[config.mk]
export PLATFORM = sky130hd
export DESIGN_NAME = roi_frame_packer
export DESIGN_NICKNAME = d
export VERILOG_FILES = /design/src/rtl/rfp_pkg.sv /design/src/rtl/rfp_scaler.sv /design/src/rtl/rfp_framer.sv /design/src/rtl/rfp_unpacker.sv /design/src/rtl/roi_frame_packer.sv
export SDC_FILE = /design/constraint.sdc
export NUM_CORES = 1
export LEC_CHECK = 0
export BUFFER_PORTS_ARGS = -buffer_cell sky130_fd_sc_hd__buf_2
export CAP_MARGIN = 20
export CORE_MARGIN = 2
export CORE_UTILIZATION = 56
export CTS_BUF_LIST = sky130_fd_sc_hd__clkbuf_2
export DETAILED_ROUTE_END_ITERATION = 12
export PLACE_DENSITY = 0.87
export RECOVER_POWER = 25
export SYNTH_ARGS = -nofsm -noshare
export SYNTH_HDL_FRONTEND = slang
export SYNTH_HIERARCHICAL = 1
export SYNTH_SLANG_ARGS = --single-unit
[constraint.sdc]
create_clock -name clk -period 9.7 [get_ports clk]
set_clock_uncertainty 0.15 [all_clocks]
set_input_delay 0.97 -clock clk [delete_from_list [all_inputs] [get_ports clk]]
set_output_delay 0.97 -clock clk [all_outputs]
set_load 0.02 [all_outputs]
[src/rtl/rfp_pkg.sv]
package rfp_pkg;
  localparam int RFP_N_ROI      = 8;
  localparam int RFP_LOC_W      = 2;
  localparam int RFP_THR_W      = 8;
  localparam int RFP_SUM_W      = 12;
  localparam int RFP_CODE_W     = 8;
  localparam int RFP_SHIFT      = 4;
  localparam int RFP_LINES      = 50;
  localparam int RFP_MUX        = 4;
  localparam int RFP_N_SUM      = 3;

  typedef enum logic [1:0] {
    SUM_ET = 2'd0,
    SUM_EX = 2'd1,
    SUM_EY = 2'd2
  } sum_sel_e;
endpackage

[src/rtl/rfp_scaler.sv]
module rfp_scaler #(
  parameter int SUM_W  = 12,
  parameter int CODE_W = 8,
  parameter int SHIFT  = 4
) (
  input  logic             scale_en,
  input  logic [SUM_W-1:0] sum_in,
  output logic [SUM_W-1:0] field_out
);
  localparam int HI_W = SUM_W - CODE_W - SHIFT;

  logic [CODE_W-1:0] code;

  generate
    if (HI_W > 0) begin : g_sat
      logic over;
      assign over = |sum_in[SUM_W-1 -: HI_W];
      assign code = over ? {CODE_W{1'b1}} : sum_in[SHIFT +: CODE_W];
    end else begin : g_plain
      assign code = sum_in[SHIFT +: CODE_W];
    end
  endgenerate

  assign field_out = scale_en ? {{(SUM_W-CODE_W){1'b0}}, code} : sum_in;
endmodule

[src/rtl/rfp_framer.sv]
module rfp_framer #(
  parameter int PAY_W = 116,
  parameter int LINES = 50,
  parameter int MUX   = 4
) (
  input  logic             clk,
  input  logic             rst_n,
  input  logic             in_valid,
  output logic             in_ready,
  input  logic [PAY_W-1:0] payload,
  output logic [LINES-1:0] bp_data,
  output logic             bp_frame
);
  localparam int SLOT_BITS = LINES * MUX;
  localparam int CNT_W     = (MUX > 1) ? $clog2(MUX) : 1;
  localparam logic [CNT_W-1:0] LAST = CNT_W'(MUX - 1);

  logic [CNT_W-1:0]     cnt;
  logic [PAY_W-1:0]     hold;
  logic [SLOT_BITS-1:0] stream;

  always_ff @(posedge clk) begin
    if (!rst_n) begin
      cnt  <= '0;
      hold <= '0;
    end else begin
      cnt <= (cnt == LAST) ? '0 : cnt + 1'b1;
      if (cnt == LAST) begin
        hold <= in_valid ? payload : '0;
      end
    end
  end

  assign in_ready = (cnt == LAST);
  assign bp_frame = (cnt == '0);
  assign stream   = {{(SLOT_BITS-PAY_W){1'b0}}, hold};
  assign bp_data  = stream[int'(cnt)*LINES +: LINES];

  a_r2_frame_gap: assert property (@(posedge clk) disable iff (!rst_n)
    bp_frame |=> !bp_frame);
  a_r3_ready_then_frame: assert property (@(posedge clk) disable iff (!rst_n)
    in_ready |=> bp_frame);
  a_r9_hold_stable: assert property (@(posedge clk) disable iff (!rst_n)
    !in_ready |=> $stable(hold));
  a_r4_empty_frame: assert property (@(posedge clk) disable iff (!rst_n)
    (in_ready && !in_valid) |=> (bp_data == '0));
endmodule

[src/rtl/rfp_unpacker.sv]
module rfp_unpacker #(
  parameter int PAY_W = 116,
  parameter int LINES = 50,
  parameter int MUX   = 4
) (
  input  logic             clk,
  input  logic             rst_n,
  input  logic [LINES-1:0] bp_data,
  input  logic             bp_frame,
  output logic             chk_valid,
  output logic [PAY_W-1:0] chk_payload
);
  localparam int SLOT_BITS = LINES * MUX;
  localparam int CNT_W     = (MUX > 1) ? $clog2(MUX) : 1;
  localparam logic [CNT_W-1:0] LAST = CNT_W'(MUX - 1);

  logic [LINES-1:0]     wbuf [MUX-1];
  logic [CNT_W-1:0]     idx;
  logic                 seen;
  logic [SLOT_BITS-1:0] full;
  logic                 pad_nz;
  logic                 at_last;

  always_comb begin
    for (int w = 0; w < MUX - 1; w++) begin
      full[w*LINES +: LINES] = wbuf[w];
    end
    full[(MUX-1)*LINES +: LINES] = bp_data;
  end

  assign pad_nz  = |full[SLOT_BITS-1:PAY_W];
  assign at_last = seen && !bp_frame && (idx == LAST);

  always_ff @(posedge clk) begin
    if (!rst_n) begin
      idx         <= '0;
      seen        <= 1'b0;
      chk_valid   <= 1'b0;
      chk_payload <= '0;
      for (int w = 0; w < MUX - 1; w++) wbuf[w] <= '0;
    end else begin
      chk_valid <= 1'b0;
      if (bp_frame) begin
        wbuf[0] <= bp_data;
        idx     <= CNT_W'(1);
        seen    <= 1'b1;
      end else if (seen) begin
        if (idx == LAST) begin
          chk_payload <= full[PAY_W-1:0];
          chk_valid   <= 1'b1;
        end else begin
          wbuf[idx] <= bp_data;
          idx       <= idx + 1'b1;
        end
      end
    end
  end

  a_r7_pad_zero: assert property (@(posedge clk) disable iff (!rst_n)
    at_last |-> !pad_nz);
  a_r10_single_pulse: assert property (@(posedge clk) disable iff (!rst_n)
    chk_valid |=> !chk_valid);
endmodule

[src/rtl/roi_frame_packer.sv]
module roi_frame_packer #(
  parameter int N_ROI  = rfp_pkg::RFP_N_ROI,
  parameter int LOC_W  = rfp_pkg::RFP_LOC_W,
  parameter int THR_W  = rfp_pkg::RFP_THR_W,
  parameter int SUM_W  = rfp_pkg::RFP_SUM_W,
  parameter int CODE_W = rfp_pkg::RFP_CODE_W,
  parameter int SHIFT  = rfp_pkg::RFP_SHIFT,
  parameter int LINES  = rfp_pkg::RFP_LINES,
  parameter int MUX    = rfp_pkg::RFP_MUX
) (
  input  logic                   clk,
  input  logic                   rst_n,
  input  logic                   in_valid,
  output logic                   in_ready,
  input  logic                   scale_en,
  input  logic [N_ROI*LOC_W-1:0] in_loc,
  input  logic [N_ROI*THR_W-1:0] in_thr,
  input  logic [SUM_W-1:0]       in_et,
  input  logic [SUM_W-1:0]       in_ex,
  input  logic [SUM_W-1:0]       in_ey,
  output logic [LINES-1:0]       bp_data,
  output logic                   bp_frame,
  output logic                   chk_valid,
  output logic [N_ROI*LOC_W-1:0] chk_loc,
  output logic [N_ROI*THR_W-1:0] chk_thr,
  output logic [SUM_W-1:0]       chk_et,
  output logic [SUM_W-1:0]       chk_ex,
  output logic [SUM_W-1:0]       chk_ey
);
  import rfp_pkg::*;

  localparam int N_SUM    = RFP_N_SUM;
  localparam int ENTRY_W  = LOC_W + THR_W;
  localparam int ROI_BITS = N_ROI * ENTRY_W;
  localparam int PAY_W    = ROI_BITS + N_SUM * SUM_W;

  logic [SUM_W-1:0] raw_sum   [N_SUM];
  logic [SUM_W-1:0] field_sum [N_SUM];
  logic [SUM_W-1:0] back_sum  [N_SUM];
  logic [PAY_W-1:0] payload;
  logic [PAY_W-1:0] chk_payload;

  assign raw_sum[SUM_ET] = in_et;
  assign raw_sum[SUM_EX] = in_ex;
  assign raw_sum[SUM_EY] = in_ey;

  genvar gi;
  generate
    for (gi = 0; gi < N_ROI; gi++) begin : g_roi
      assign payload[gi*ENTRY_W +: LOC_W]         = in_loc[gi*LOC_W +: LOC_W];
      assign payload[gi*ENTRY_W + LOC_W +: THR_W] = in_thr[gi*THR_W +: THR_W];
      assign chk_loc[gi*LOC_W +: LOC_W] = chk_payload[gi*ENTRY_W +: LOC_W];
      assign chk_thr[gi*THR_W +: THR_W] = chk_payload[gi*ENTRY_W + LOC_W +: THR_W];
    end
    for (gi = 0; gi < N_SUM; gi++) begin : g_sum
      rfp_scaler #(
        .SUM_W (SUM_W),
        .CODE_W(CODE_W),
        .SHIFT (SHIFT)
      ) u_scale (
        .scale_en (scale_en),
        .sum_in   (raw_sum[gi]),
        .field_out(field_sum[gi])
      );
      assign payload[ROI_BITS + gi*SUM_W +: SUM_W] = field_sum[gi];
      assign back_sum[gi] = chk_payload[ROI_BITS + gi*SUM_W +: SUM_W];
    end
  endgenerate

  assign chk_et = back_sum[SUM_ET];
  assign chk_ex = back_sum[SUM_EX];
  assign chk_ey = back_sum[SUM_EY];

  rfp_framer #(
    .PAY_W(PAY_W),
    .LINES(LINES),
    .MUX  (MUX)
  ) u_framer (
    .clk     (clk),
    .rst_n   (rst_n),
    .in_valid(in_valid),
    .in_ready(in_ready),
    .payload (payload),
    .bp_data (bp_data),
    .bp_frame(bp_frame)
  );

  rfp_unpacker #(
    .PAY_W(PAY_W),
    .LINES(LINES),
    .MUX  (MUX)
  ) u_unpack (
    .clk        (clk),
    .rst_n      (rst_n),
    .bp_data    (bp_data),
    .bp_frame   (bp_frame),
    .chk_valid  (chk_valid),
    .chk_payload(chk_payload)
  );

  a_r10_on_frame_start: assert property (@(posedge clk) disable iff (!rst_n)
    chk_valid |-> bp_frame);
endmodule

==> flow_summary_export.csv <==
group,metric,value,unit
global_routing,grt_start_max_net_pins,179,
clock_tree,cts.sinks,354,
flow_run,max-cap-violations,2,
placement,gp_congestion,0.825,
worst_hold_path,hold_path_class,"input pin to flop",
final_layout,fin_util,64.5,%
setup_path,timing.rr.start,"u_framer/cnt[0]",
setup_path,required,10.24,ns
final_layout,fin_nets,1840,
placement,dp.cells,1962,
sta,tightest_slew,3.25,ns
sta,setup_violations,0,
placement,hpwl,23700,um
clock_tree,cts_buffer_depth,3,
detailed_routing,wire_per_inst,16.9,um
sta,maxSlewViolCount,115,
sta,min_period,6.08,ns
worst_hold_path,holdPathStages,3,
synthesis,synth.distinct_cells,40,
setup_path,worstSetupPathType,"flop to flop",
setup_path,end_kind,"flop",
power,power_density,166,mW/mm2
sta,fmax,165,MHz
synthesis,seq_area_frac_synth,54.9,%
final_layout,syn_to_final_growth,12.5,%
run_status,status,"finished, violations left",
synthesis,synth_area,0.0150,mm2
global_routing,track_usage,24.7,%
setup_path,start_kind,"flop",
detailed_routing,wirelength,36000,um
detailed_routing,vias,11500,
clock_tree,cts.clk_slew.worst_paths,0.10,ns
floorplanning,dieArea,0.0282,mm2
worst_hold_path,worstHoldStart,"in_thr[48]",
synthesis,postSynthCellCount,1468,
clock_tree,cts_hold_buf,0,
synthesis,synth_area_leaders,"dfxtp_1, edfxtp_1, nand3_1",
floorplanning,coreArea,0.0262,mm2
setup_path,r2r_end,"u_unpack/chk_payload[85]",
setup_path,cp_max_fo,109,
sta,max_slew_margin,-117,%
sta,setup_ws,3.62,ns
detailed_routing,viasPerCell,5.42,
floorplanning,die_w,168,um
global_routing,first_global_vias,10600,
clock_tree,root_buffer,"clkbuf_2",
synthesis,synth_top_area_cell,"dfxtp_1",
power,peakVddDrop,0.0677,mV
sta,rsz0062_at_grt,"no",
synthesis,synth_top_area_share,31.7,%
run_status,violations,"capacitance limit, slew limit",
synthesis,synth_warnings,6,
sta,setup-tns-final,0,ns
floorplanning,io-pin-count,289,
synthesis,synth-main-ff-cell,"dfxtp_1",
global_routing,grt_overflow_total,0,
final_layout,drive_above_1_share,20.6,%
clock_tree,cts_tree,"built",
clock_tree,cts_resized,0,
synthesis,async_flop_share,0,%
global_routing,antenna_found_initial,1,
clock_tree,cts_htree_levels,3,
sta,final_hold_viol_count,0,
placement,io_buffers,288,
synthesis,synth_seq_cells,354,
floorplanning,rows,59,
synthesis,syn_area_per_cell,10.2,um2
detailed_routing,drcViolationCount,0,
detailed_routing,drtPass1Iterations,6,
detailed_routing,drtIter0Drc,957,
sta,period_share,62.6,%
clock_tree,cts-buffers-inserted,85,
power,p_leak,6.63,nW
setup_path,r2r_setup_slack,3.62,ns
worst_hold_path,hold_end,"u_framer/hold[62]",
global_routing,grt_pass1_wl,55200,um
final_layout,stdcell_count,2128,
detailed_routing,postRouteAntennaNets,0,
floorplanning,die_height,168,um
synthesis,synth_edf_count,116,
clock_tree,cts_setup_buffers,0,
setup_path,reg2reg_depth,6,
setup_path,cp-startpoint,"u_framer/cnt[0]",
synthesis,synth_nets,1592,
floorplanning,initial_core_util,57.3,%
placement,dpl_worst_slack,5.75,ns
clock_tree,insertion_delay,0.88,ns
setup_path,worstPathArrival,6.61,ns
==> Yosys cell counts (4+ instances only) <==
master     instances
ha_1               4
a21boi_2          10
dfxtp_1          238
and2b_2           12
buf_1              8
a21boi_1          60
nand3_2           10
clkbuf_1          62
buf_6             11
nand2_1          116
mux2i_1           51
and3_1            50
mux2_2             6
buf_2             34
nand2b_1         119
nand3_1          222
inv_1              4
o21ai_0          116
clkbuf_2           5
and2_1            66
buf_4             16
a21boi_0          46
o2bb2ai_1         16
nor2_1            38
mux2_4            18
edfxtp_1         116
==> logic make-up after synthesis <==
kind of cell	count (synthesis)	synth area share, %
simple gates	640	23.0
flops	354	54.9
compound gates	251	11.1
buf+inv	143	5.03
mux	75	5.65
fa+ha+maj	4	0.333
xor+xnor	1	0.0583
==> layout make-up <==
class                   count  area (um2)
multi-input cells         971        5990
inverters                   5        18.8
flip-flops and latches    354        8250
repair buffers            299        1420
clock inverters            36         176
fillers                  2205        9310
well taps                 335         419
diodes                      5        12.5
clock buffers             123         616
==> per-stage QoR <==
stage | power [mW] | cell area (um2) | hold WS [ns]
floorplan | 1.82 | 15000 | 0.294
global placement | 1.88 | 16300 | 0.297
detailed placement | 1.88 | 16300 | 0.307
CTS | 2.83 | 17100 | 0.120
global route | 2.93 | 16900 | 0.156
finish | 2.80 | 16900 | 0.229
==> placed cells by master, fill, tap and decap left out, types with 38 or more instances in the layout <==
master	count
a21boi_0	65
a21boi_1	41
and2_1	66
and3_1	50
buf_2	169
clkbuf_1	117
clkbuf_2	123
dfxtp_1	237
edfxtp_1	116
mux2i_1	51
nand2_1	116
nand2b_1	118
nand3_1	232
nor2_1	38
o21ai_0	116
==> worst max path at each step <==
stage               depth (start not counted)                        to
floorplan                                   4       u_unpack/wbuf[0][0]
global placement                            5      u_unpack/wbuf[1][27]
detailed placement                          6      u_unpack/wbuf[1][10]
CTS                                         3                bp_data[0]
global route                                6  u_unpack/chk_payload[94]
finish                                      6  u_unpack/chk_payload[85]
==> sequential cells by signal (all words and copies together), names as in the netlist <==
signal                flops
u_framer/hold           116
u_unpack/chk_valid        1
u_unpack/idx              2
u_unpack/chk_payload    116
u_framer/cnt              2
u_unpack/seen             1
u_unpack/wbuf           116
==> worst max-delay path: stages (launching register included) <==
cell and delay [ns]:
dfxtp_1 2.53, inv_1 0.14, ha_1 0.38, nand3b_1 1.38, buf_4 0.92, nand3_1 0.20
o21ai_0 0.11
==> per-layer routing <==
metal	vias to the layer above	wire length [um]	global-route usage, %
li1	5639	-	-
met1	5323	16500	35.3
met2	475	15700	36.5
met3	90	2640	4.49
met4	0	1270	12.1
met5	-	0	0
==> report_power, final <==
| group | switching [mW] | internal [mW] | leakage (nW) |
|---|---|---|---|
| combinational | 0.138 | 0.0928 | 2.87 |
| clock | 0.579 | 0.371 | 0.588 |
| sequential | 0.0406 | 1.58 | 3.18 |
(Power assumes the default switching activity.)
